--- src/rtl/smsg_pkg.sv ---
package smsg_pkg;
    localparam int NODE_W  = 8;
    localparam int PAY_W   = 32;
    localparam int FLIT_W  = 64;
    localparam int ADDR_W  = 3;
    localparam int DEST_HI = FLIT_W - 1;
    localparam int SRC_HI  = FLIT_W - NODE_W - 1;
    localparam int CLS_BIT = FLIT_W - 2 * NODE_W - 1;

    typedef enum logic { CLS_SYS = 1'b0, CLS_TASK = 1'b1 } msg_cls_e;

    typedef enum logic [ADDR_W-1:0] {
        A_CFG    = 3'd0,
        A_PAY    = 3'd1,
        A_RXDATA = 3'd2,
        A_RXSRC  = 3'd3,
        A_STATUS = 3'd4
    } reg_addr_e;

    typedef struct packed {
        logic [NODE_W-1:0] src;
        logic [PAY_W-1:0]  pay;
    } rx_entry_t;

    function automatic logic [FLIT_W-1:0] pack_flit(
        input logic [NODE_W-1:0] dest,
        input logic [NODE_W-1:0] src,
        input msg_cls_e          cls,
        input logic [PAY_W-1:0]  pay
    );
        logic [FLIT_W-1:0] f;
        f = '0;
        f[DEST_HI -: NODE_W] = dest;
        f[SRC_HI -: NODE_W]  = src;
        f[CLS_BIT]           = cls;
        f[PAY_W-1:0]         = pay;
        return f;
    endfunction
endpackage

--- src/rtl/smsg_fifo.sv ---
module smsg_fifo #(
    parameter int DEPTH = 4,
    parameter int W     = 40
) (
    input  logic         clk,
    input  logic         rst_n,
    input  logic         push,
    input  logic         pop,
    input  logic [W-1:0] din,
    output logic [W-1:0] dout,
    output logic         empty,
    output logic         full
);
    localparam int PTR_W = (DEPTH > 1) ? $clog2(DEPTH) : 1;
    localparam int CNT_W = $clog2(DEPTH + 1);

    logic [W-1:0]     mem [DEPTH];
    logic [PTR_W-1:0] wr_ptr, rd_ptr;
    logic [CNT_W-1:0] count;

    function automatic logic [PTR_W-1:0] bump(input logic [PTR_W-1:0] p);
        return (p == PTR_W'(DEPTH - 1)) ? '0 : p + 1'b1;
    endfunction

    always_ff @(posedge clk) begin
        if (!rst_n) begin
            wr_ptr <= '0;
            rd_ptr <= '0;
            count  <= '0;
        end else begin
            if (push) begin
                mem[wr_ptr] <= din;
                wr_ptr      <= bump(wr_ptr);
            end
            if (pop) rd_ptr <= bump(rd_ptr);
            if (push && !pop)      count <= count + 1'b1;
            else if (pop && !push) count <= count - 1'b1;
        end
    end

    assign dout  = mem[rd_ptr];
    assign empty = (count == '0);
    assign full  = (count == CNT_W'(DEPTH));
endmodule

--- src/rtl/smsg_tx.sv ---
module smsg_tx
    import smsg_pkg::*;
#(
    parameter logic [NODE_W-1:0] MY_ID = 8'h01
) (
    input  logic              clk,
    input  logic              rst_n,
    input  logic              send_req,
    input  logic [NODE_W-1:0] cfg_dest,
    input  msg_cls_e          cfg_cls,
    input  logic [PAY_W-1:0]  send_pay,
    input  logic              tx_ready,
    output logic              tx_valid,
    output logic [FLIT_W-1:0] tx_flit,
    output logic              busy
);
    typedef enum logic { TX_IDLE, TX_SEND } tx_state_e;
    tx_state_e         state_q;
    logic [FLIT_W-1:0] flit_q;

    always_ff @(posedge clk) begin
        if (!rst_n) begin
            state_q <= TX_IDLE;
            flit_q  <= '0;
        end else begin
            unique case (state_q)
                TX_IDLE: if (send_req) begin
                    flit_q  <= pack_flit(cfg_dest, MY_ID, cfg_cls, send_pay);
                    state_q <= TX_SEND;
                end
                TX_SEND: if (tx_ready) state_q <= TX_IDLE;
            endcase
        end
    end

    always_comb begin
        tx_valid = (state_q == TX_SEND);
        busy     = (state_q == TX_SEND);
        tx_flit  = flit_q;
    end
endmodule

--- src/rtl/smsg_rx.sv ---
module smsg_rx
    import smsg_pkg::*;
(
    input  logic              clk,
    input  logic              rst_n,
    input  logic              rx_valid,
    input  logic [FLIT_W-1:0] rx_flit,
    output logic              rx_ready,
    input  logic              fifo_full,
    output logic              fifo_push,
    output rx_entry_t         fifo_din,
    output logic              tp_valid,
    input  logic              tp_ready,
    output logic [NODE_W-1:0] tp_src,
    output logic [PAY_W-1:0]  tp_payload
);
    typedef enum logic { RX_OPEN, RX_HANDOFF } rx_state_e;
    rx_state_e  state_q;
    rx_entry_t  hold_q;
    msg_cls_e   cls;
    logic       take;
    logic       unused_rx_bits;

    assign cls            = msg_cls_e'(rx_flit[CLS_BIT]);
    assign unused_rx_bits = ^{rx_flit[DEST_HI -: NODE_W], rx_flit[CLS_BIT-1:PAY_W]};
    assign take           = rx_valid && rx_ready;

    always_ff @(posedge clk) begin
        if (!rst_n) begin
            state_q <= RX_OPEN;
            hold_q  <= '0;
        end else begin
            unique case (state_q)
                RX_OPEN: if (take && cls == CLS_TASK) begin
                    hold_q  <= '{src: rx_flit[SRC_HI -: NODE_W], pay: rx_flit[PAY_W-1:0]};
                    state_q <= RX_HANDOFF;
                end
                RX_HANDOFF: if (tp_ready) state_q <= RX_OPEN;
            endcase
        end
    end

    always_comb begin
        rx_ready   = (state_q == RX_OPEN) && ((cls == CLS_TASK) || !fifo_full);
        fifo_push  = take && (cls == CLS_SYS);
        fifo_din   = '{src: rx_flit[SRC_HI -: NODE_W], pay: rx_flit[PAY_W-1:0]};
        tp_valid   = (state_q == RX_HANDOFF);
        tp_src     = hold_q.src;
        tp_payload = hold_q.pay;
    end
endmodule

--- src/rtl/smsg_unit.sv ---
module smsg_unit
    import smsg_pkg::*;
#(
    parameter int                DEPTH = 4,
    parameter logic [NODE_W-1:0] MY_ID = 8'h01
) (
    input  logic              clk,
    input  logic              rst_n,
    input  logic              reg_wr_en,
    input  logic              reg_rd_en,
    input  logic [ADDR_W-1:0] reg_addr,
    input  logic [PAY_W-1:0]  reg_wdata,
    output logic [PAY_W-1:0]  reg_rdata,
    output logic              irq,
    output logic              tx_valid,
    input  logic              tx_ready,
    output logic [FLIT_W-1:0] tx_flit,
    input  logic              rx_valid,
    output logic              rx_ready,
    input  logic [FLIT_W-1:0] rx_flit,
    output logic              tp_valid,
    input  logic              tp_ready,
    output logic [NODE_W-1:0] tp_src,
    output logic [PAY_W-1:0]  tp_payload
);
    logic [NODE_W-1:0] cfg_dest_q;
    msg_cls_e          cfg_cls_q;
    logic              send_req, busy;
    logic              f_push, f_pop, f_empty, f_full;
    rx_entry_t         f_din, f_dout;

    assign send_req = reg_wr_en && (reg_addr == A_PAY);
    assign f_pop    = reg_rd_en && (reg_addr == A_RXDATA) && !f_empty;
    assign irq      = !f_empty;

    always_ff @(posedge clk) begin
        if (!rst_n) begin
            cfg_dest_q <= '0;
            cfg_cls_q  <= CLS_SYS;
        end else if (reg_wr_en && reg_addr == A_CFG) begin
            cfg_dest_q <= reg_wdata[NODE_W-1:0];
            cfg_cls_q  <= msg_cls_e'(reg_wdata[NODE_W]);
        end
    end

    always_comb begin
        reg_rdata = '0;
        unique case (reg_addr)
            A_CFG:    reg_rdata = PAY_W'({cfg_cls_q, cfg_dest_q});
            A_RXDATA: reg_rdata = f_empty ? '0 : f_dout.pay;
            A_RXSRC:  reg_rdata = f_empty ? '0 : PAY_W'(f_dout.src);
            A_STATUS: reg_rdata = PAY_W'({!f_empty, busy});
            default:  reg_rdata = '0;
        endcase
    end

    smsg_tx #(.MY_ID(MY_ID)) u_tx (
        .clk(clk), .rst_n(rst_n), .send_req(send_req),
        .cfg_dest(cfg_dest_q), .cfg_cls(cfg_cls_q), .send_pay(reg_wdata),
        .tx_ready(tx_ready), .tx_valid(tx_valid), .tx_flit(tx_flit), .busy(busy)
    );

    smsg_rx u_rx (
        .clk(clk), .rst_n(rst_n), .rx_valid(rx_valid), .rx_flit(rx_flit),
        .rx_ready(rx_ready), .fifo_full(f_full), .fifo_push(f_push),
        .fifo_din(f_din), .tp_valid(tp_valid), .tp_ready(tp_ready),
        .tp_src(tp_src), .tp_payload(tp_payload)
    );

    smsg_fifo #(.DEPTH(DEPTH), .W($bits(rx_entry_t))) u_fifo (
        .clk(clk), .rst_n(rst_n), .push(f_push), .pop(f_pop),
        .din(f_din), .dout(f_dout), .empty(f_empty), .full(f_full)
    );
endmodule

--- config.mk ---
export PLATFORM = sky130hd
export DESIGN_NAME = smsg_unit
export DESIGN_NICKNAME = d
export VERILOG_FILES = /design/src/rtl/smsg_pkg.sv /design/src/rtl/smsg_fifo.sv /design/src/rtl/smsg_tx.sv /design/src/rtl/smsg_rx.sv /design/src/rtl/smsg_unit.sv
export SDC_FILE = /design/constraint.sdc
export NUM_CORES = 1
export LEC_CHECK = 0
export BUFFER_PORTS_ARGS = -buffer_cell sky130_fd_sc_hd__buf_2
export CAP_MARGIN = 20
export CORE_ASPECT_RATIO = 1.1
export CORE_MARGIN = 2
export CORE_UTILIZATION = 45
export CTS_CLUSTER_DIAMETER = 40
export DETAILED_ROUTE_END_ITERATION = 12
export HOLD_SLACK_MARGIN = 0.15
export PLACE_DENSITY = 0.69
export SLEW_MARGIN = 20
export SYNTH_ARGS = -nofsm -noshare
export SYNTH_HDL_FRONTEND = slang
export SYNTH_SLANG_ARGS = --single-unit
export TNS_END_PERCENT = 50
--- constraint.sdc ---
create_clock -name clk -period 4.4 [get_ports clk]
set_clock_uncertainty 0.2 [all_clocks]
set_input_delay 1.32 -clock clk [delete_from_list [all_inputs] [get_ports clk]]
set_output_delay 1.32 -clock clk [all_outputs]
set_load 0.02 [all_outputs]
==> results of run 1 <==
tightest hold or removal path: cells and delay by family, from the launching register on:
| family | cells | cell delay, ns |
|---|---|---|
| AND/OR/NAND/NOR | 1 | 0.05 |
| flip-flops | 1 | 0.30 |
| AO/OA/AOI/OAI | 1 | 0.05 |
routing by layer:
metal	wire, um	share of wire (%)	track usage (%)	vias up
met3	1300	5.6	3.68	33
met4	361	1.6	5.41	0
li1	-	-	-	3153
met1	9800	43	25.1	3258
met5	0	0	0	-
met2	11500	50	32.2	229
state kept, by name, indices dropped and copies added, names as in the netlist, named ones only:
name	cells
cfg_cls_q	1
u_rx.tp_payload	32
u_rx.tp_src	8
u_fifo.wr_ptr	2
u_fifo.count	3
u_rx.tp_valid	1
cfg_dest_q	8
u_tx.tx_flit	42
u_tx.busy	1
u_fifo.rd_ptr	2
u_fifo.mem	160
Yosys cell counts, drive strengths merged, types with 5 or more instances:
cell type | instances | share of area (%)
ha | 6 | 0.73
and2 | 23 | 1.4
and3 | 11 | 0.67
nand2 | 101 | 3.7
a21oi | 96 | 4.7
dfxtp | 102 | 20
inv | 8 | 0.29
nor2 | 5 | 0.18
a221o | 6 | 0.59
o21ai | 43 | 2.1
clkbuf | 37 | 1.4
mux4 | 39 | 9.0
buf | 39 | 2.8
edfxtp | 160 | 47
nand3 | 41 | 2.0
layout make-up:
class,instances,area share [%]
Tap cell,295,2.91
Clock inverter,20,2.03
Multi-Input combinational cell,434,23.9
Timing Repair Buffer,219,9.52
Clock buffer,40,7.30
Inverter,8,0.247
Sequential cell,262,54.1
metrics by stage:
| step | cells | area (sq um) |
|---|---|---|
| after floorplan | 780 | 10300 |
| after global placement | 1218 | 11500 |
| after detailed placement | 1218 | 11500 |
| after CTS | 1278 | 12700 |
| after global routing | 1278 | 12700 |
| final | 1278 | 12700 |
layout by cell type, fill, tap and decap left out, types with 5 or more instances in the layout:
cell type / synthesis / final
and2_1: 23 / 23
buf_4: 22 / 14
o21ai_0: 35 / 35
bufinv_16: 0 / 5
dfxtp_1: 102 / 100
buf_12: 2 / 5
and3_1: 11 / 7
ha_1: 6 / 6
clkbuf_16: 0 / 35
a221o_1: 6 / 6
o21ai_1: 8 / 8
conb_1: 1 / 22
mux4_2: 28 / 28
mux4_1: 11 / 11
buf_2: 12 / 200
nand3_1: 41 / 41
nand2_1: 101 / 101
edfxtp_1: 160 / 160
nor2_1: 5 / 5
a21oi_1: 96 / 96
inv_1: 7 / 7
power by group through the flow:
stage                     Combinational, W  Sequential [W]  Clock (W)
final                             0.000376         0.00268    0.00282
after global routing              0.000413         0.00268    0.00297
after floorplan                   0.000212         0.00276          0
after CTS                         0.000380         0.00268    0.00288
after detailed placement          0.000378         0.00273          0
after global placement            0.000372         0.00273          0
how the worst max path moves through the flow:
stage | cells past startpoint | end | slack (ns) | start
final | 6 | reg_rdata[4] | 0.25 | reg_addr[2]
after global routing | 5 | reg_rdata[6] | 0.13 | flop
after global placement | 6 | reg_rdata[4] | 0.27 | reg_addr[2]
after detailed placement | 6 | reg_rdata[4] | 0.24 | reg_addr[2]
after floorplan | 5 | reg_rdata[3] | 0.43 | reg_addr[1]
after CTS | 5 | reg_rdata[6] | 0.20 | flop
logic make-up after synthesis:
kind of cell	Yosys count	synth area share [%]
simple gates	206	10.1
fa+ha+maj	7	0.929
buf+inv	84	4.42
compound gates	152	7.92
other cells	1	0.0366
mux	45	9.59
xor+xnor	2	0.171
flops	262	66.9
==> results.ini, run 1 <==
[outcome]
status=complete, no violations

[sta]
tightest_slew_ns=0.918
setup_slack_ns=0.247
setup_tns_ns=0
maxSlewViolCount=0
timing.slew.headroom_pct=38.8
period_needed_ns=4.15
fin_hold_ws_ns=0.250
grt_setup_unrepaired=false
finalHoldViolations=0
fmax_ghz=0.241
finalSetupViolations=0
fin_crit_sh_pct=94.4

[power_and_ir_drop]
p_sw_share_pct=21.8
power.switching_w=0.00128
p_leak_nw=4.85
internal_power_w=0.00459
seq_power_share_pct=45.6
pwr-share-clk_pct=48.0
total_power_w=0.00588
ir_worst_vdd_uv=481
cellPowerDensity_mw_per_mm2=464
power_frac_comb_pct=6.4

[setup_path]
critical_path_required_ns=2.88
r2r_start=u_fifo.count[0]$_SDFFE_PN0P_
crit_path_start_kind=input pin
slowest_delay_ns=0.34
critPathSlowestCell=nor3b_2
cpMostUsedCell=buf_2
crit_type=in2out
path_buf_inv=3
crit_arrival_ns=2.63
crit_family=buffers and inverters
r2r_slack_ns=1.31
reg2reg_to=u_fifo.count[2]$_SDFFE_PN0P_
cp-end-kind=output pin
r2r_cells=10
cp_max_fo=29
path_cells=buf_2, nor2b_1, nor3b_2, buf_12, a221o_1, buf_2

[worst_hold_path]
hold_class=reg2reg
holdPathEnd=u_rx.tp_payload[6]$_SDFFE_PN0P_
hp-start=u_rx.tp_payload[6]$_SDFFE_PN0P_
whs_path_depth=2

[logic_synthesis]
yosys_warnings=0
syn_inst=759
ys_types=48
syn_area_per_cell_sq_um=13.5
synth_flop_cell=edfxtp_1
seq_area_frac_synth_pct=66.9
synth_edf_count=160
ys_ff_latch=262
syn_area_sq_mm=0.0102
async_flop_share_pct=0

[placement]
dp_hpwl_mm=14.6
io_buffers=200
place_congestion=0.758
pre_cts_slack_ns=0.241

[clock_network]
cts_root_buf=clkbuf_16
cts_hold_buf=0
clk_path_buf_depth=3
htree_levels=2
cts_buffers=34
cts.clk_slew.worst_paths_ns=0.06
post-cts-setup-buffer-count=0
cts_tree=yes
clk_latency_ns=0.49
cts.sinks=262
cts_resized=0

[finish]
final_util_pct=56.9
seq_area_sq_mm=0.00685
fillCellCount=1835
syn2layout_area_growth_pct=23.7
diodes=0
drive_above_1_share_pct=32.3
finalNetCount=1072
multi_input_area_sq_mm=0.00303

[die]
die-height_um=162
rows=57
initial_utilization_pct=46.0
num_io_pins=246
core_sq_mm=0.0223
die_area_sq_mm=0.0240
die_w_um=148

[drt]
detail_route.iter0.violations=320
routed_wl_mm=23.0
drcViolationCount=0
avgRoutedWirePerCell_um=18.0
vias=6673
ant_nets=0
firstDrtPassIters=4
via_per_inst=5.22

[global_route]
grt_pass1_vias=6630
grt_usage_pct=19.0
globalRoute.totalOverflow=0
grt_max_degree=77
antenna_found_initial=0
grt_pass1_wl_mm=35.5

[flow_run]
drv_cap=0

(Power assumes the default switching activity.)
==> inputs of run 2 (changes only) <==
Settings changed: CORE_ASPECT_RATIO 1.1 to 1.25, MAX_ROUTING_LAYER from default to met4.
==> run 2 against run 1 <==
Against the previous run:
- sequential cell count stayed put
- first-iteration DRC count is 23% higher
- combinational power is 1% lower
- cell count is 1.4% lower
- via count is 0.52% lower
- design area is 1.9% lower
- critical path depth is 2 lower
- largest cell class unchanged
- clock power is 15% lower
- register-to-register slack better by 0.19 ns
- hold slack better by 0.0020 ns
==> results.ini, run 2 (synthesized netlist as in run 1, its figures left out) <==
[setup_path]
cp_max_fo=12  ; -59%
crit_path_start_kind=input pin
critical_path_required_ns=2.88  ; about the same
crit_arrival_ns=2.67  ; +0.04 ns
crit_type=in2out
cp-end-kind=output pin

[global_route]
globalRoute.totalOverflow=0  ; unchanged
antenna_found_initial=2  ; +2
grt_pass1_vias=6449  ; -2.7%
grt_pass1_wl_mm=35.6  ; +0.27%
grt_usage_pct=19.0  ; +0.057 points
grt_max_degree=98  ; +27%

[die]
num_io_pins=246  ; unchanged
die_area_sq_mm=0.0240  ; about the same
rows=61  ; +7.0%
initial_utilization_pct=45.9  ; -0.072 points
core_sq_mm=0.0223  ; +0.16%
die_w_um=139  ; -6.0%
die-height_um=173  ; +6.4%

[drt]
avgRoutedWirePerCell_um=17.9  ; -0.28%
detail_route.iter0.violations=394  ; +23%
drcViolationCount=0  ; unchanged
vias=6638  ; -0.52%
firstDrtPassIters=6  ; +2
via_per_inst=5.27  ; +0.90%
routed_wl_mm=22.6  ; -1.7%
ant_nets=0  ; unchanged

[sta]
finalHoldViolations=0  ; unchanged
tightest_slew_ns=1.08  ; +0.167 ns
setup_slack_ns=0.211  ; -0.0362 ns
fmax_ghz=0.239  ; -0.86%
fin_crit_sh_pct=95.2  ; +0.82 points
grt_setup_unrepaired=false
fin_hold_ws_ns=0.252  ; +0.00200 ns
period_needed_ns=4.19  ; +0.0362 ns
finalSetupViolations=0  ; unchanged
setup_tns_ns=0  ; unchanged
maxSlewViolCount=0  ; unchanged
timing.slew.headroom_pct=27.7  ; -11 points

[power_and_ir_drop]
p_leak_nw=4.72  ; -2.7%
cellPowerDensity_mw_per_mm2=440  ; -5.2%
ir_worst_vdd_uv=289  ; -40%

[finish]
syn2layout_area_growth_pct=21.3
fin_cells=1260  ; -1.4%
drive_above_1_share_pct=31.9  ; -0.45 points
layout_commonest_cell=buf_2
finalNetCount=1064  ; -0.75%
regMostFlops=u_fifo.mem
final_util_pct=55.7  ; -1.2 points
most-common-layout-cells=200 x buf_2, 160 x edfxtp_1, 101 x nand2_1, 100 x dfxtp_1, 96 x a21oi_1
largest_register_ffs=160  ; unchanged

[placement]
io_buffers=200  ; unchanged
pre_cts_slack_ns=0.166  ; -0.0751 ns
place_congestion=0.791  ; +4.3%
dp.cells=1202  ; -1.3%
dp_hpwl_mm=14.2  ; -3.3%

[outcome]
status=complete, no violations

[clock_network]
cts_root_buf=clkbuf_16
cts_hold_buf=0  ; unchanged
cts.sinks=262  ; unchanged
post-cts-setup-buffer-count=0  ; unchanged
clk_latency_ns=0.54  ; +0.05 ns
cts_tree=yes
cts_buffers=30  ; -12%
cts_resized=0  ; unchanged
htree_levels=1  ; -1
cts.clk_slew.worst_paths_ns=0.06  ; about the same
clk_path_buf_depth=3  ; unchanged

[flow_run]
drv_cap=0  ; unchanged

[worst_hold_path]
hold_class=reg2reg

==> run 2: per-stage QoR <==
stage	total power, W	cell area [sq um]
4_1_cts	0.00551	12400
3_3_place_gp	0.00310	11400
3_5_place_dp	0.00310	11400
5_1_grt	0.00567	12400
2_1_floorplan	0.00297	10300
6_report	0.00546	12400
==> run 2: final timing paths <==
kind / startpoint / end / slack, ns / depth (start not counted)
min reg2reg: u_rx.tp_payload[0]$_SDFFE_PN0P_ / u_rx.tp_payload[0]$_SDFFE_PN0P_ / 0.25 / 2
max reg2reg: u_fifo.count[0]$_SDFFE_PN0P_ / u_fifo.count[2]$_SDFFE_PN0P_ / 1.50 / 10
min: u_rx.tp_payload[0]$_SDFFE_PN0P_ / u_rx.tp_payload[0]$_SDFFE_PN0P_ / 0.25 / 2
max: reg_addr[1] / reg_rdata[4] / 0.21 / 4
==> run 2: layout make-up <==
class	count	area, sq um
diodes	2	5.00
clock buffers	34	787
clock inverters	22	204
fillers	1853	9860
inverters	8	31.3
multi-input cells	434	3030
flip-flops and latches	262	6850
well taps	283	354
repair buffers	215	1160
==> run 2: report_power, final <==
group | total, W | internal, W | switching (W)
sequential | 0.00268 | 0.00265 | 0.0000241
combinational | 0.000371 | 0.000125 | 0.000246
clock | 0.00241 | 0.00138 | 0.00103
==> run 2: critical path, cell delays in order <==
cell and delay (ns):
buf_2 0.18, nor3_1 0.71, a221o_1 0.29, buf_2 0.17
==> run 2: per-layer routing <==
| layer | track usage (%) | share of wire (%) |
|---|---|---|
| met1 | 24.3 | 42 |
| met2 | 31.1 | 49 |
| met3 | 3.46 | 6.3 |
| met4 | 5.89 | 2.4 |
| met5 | - | 0 |
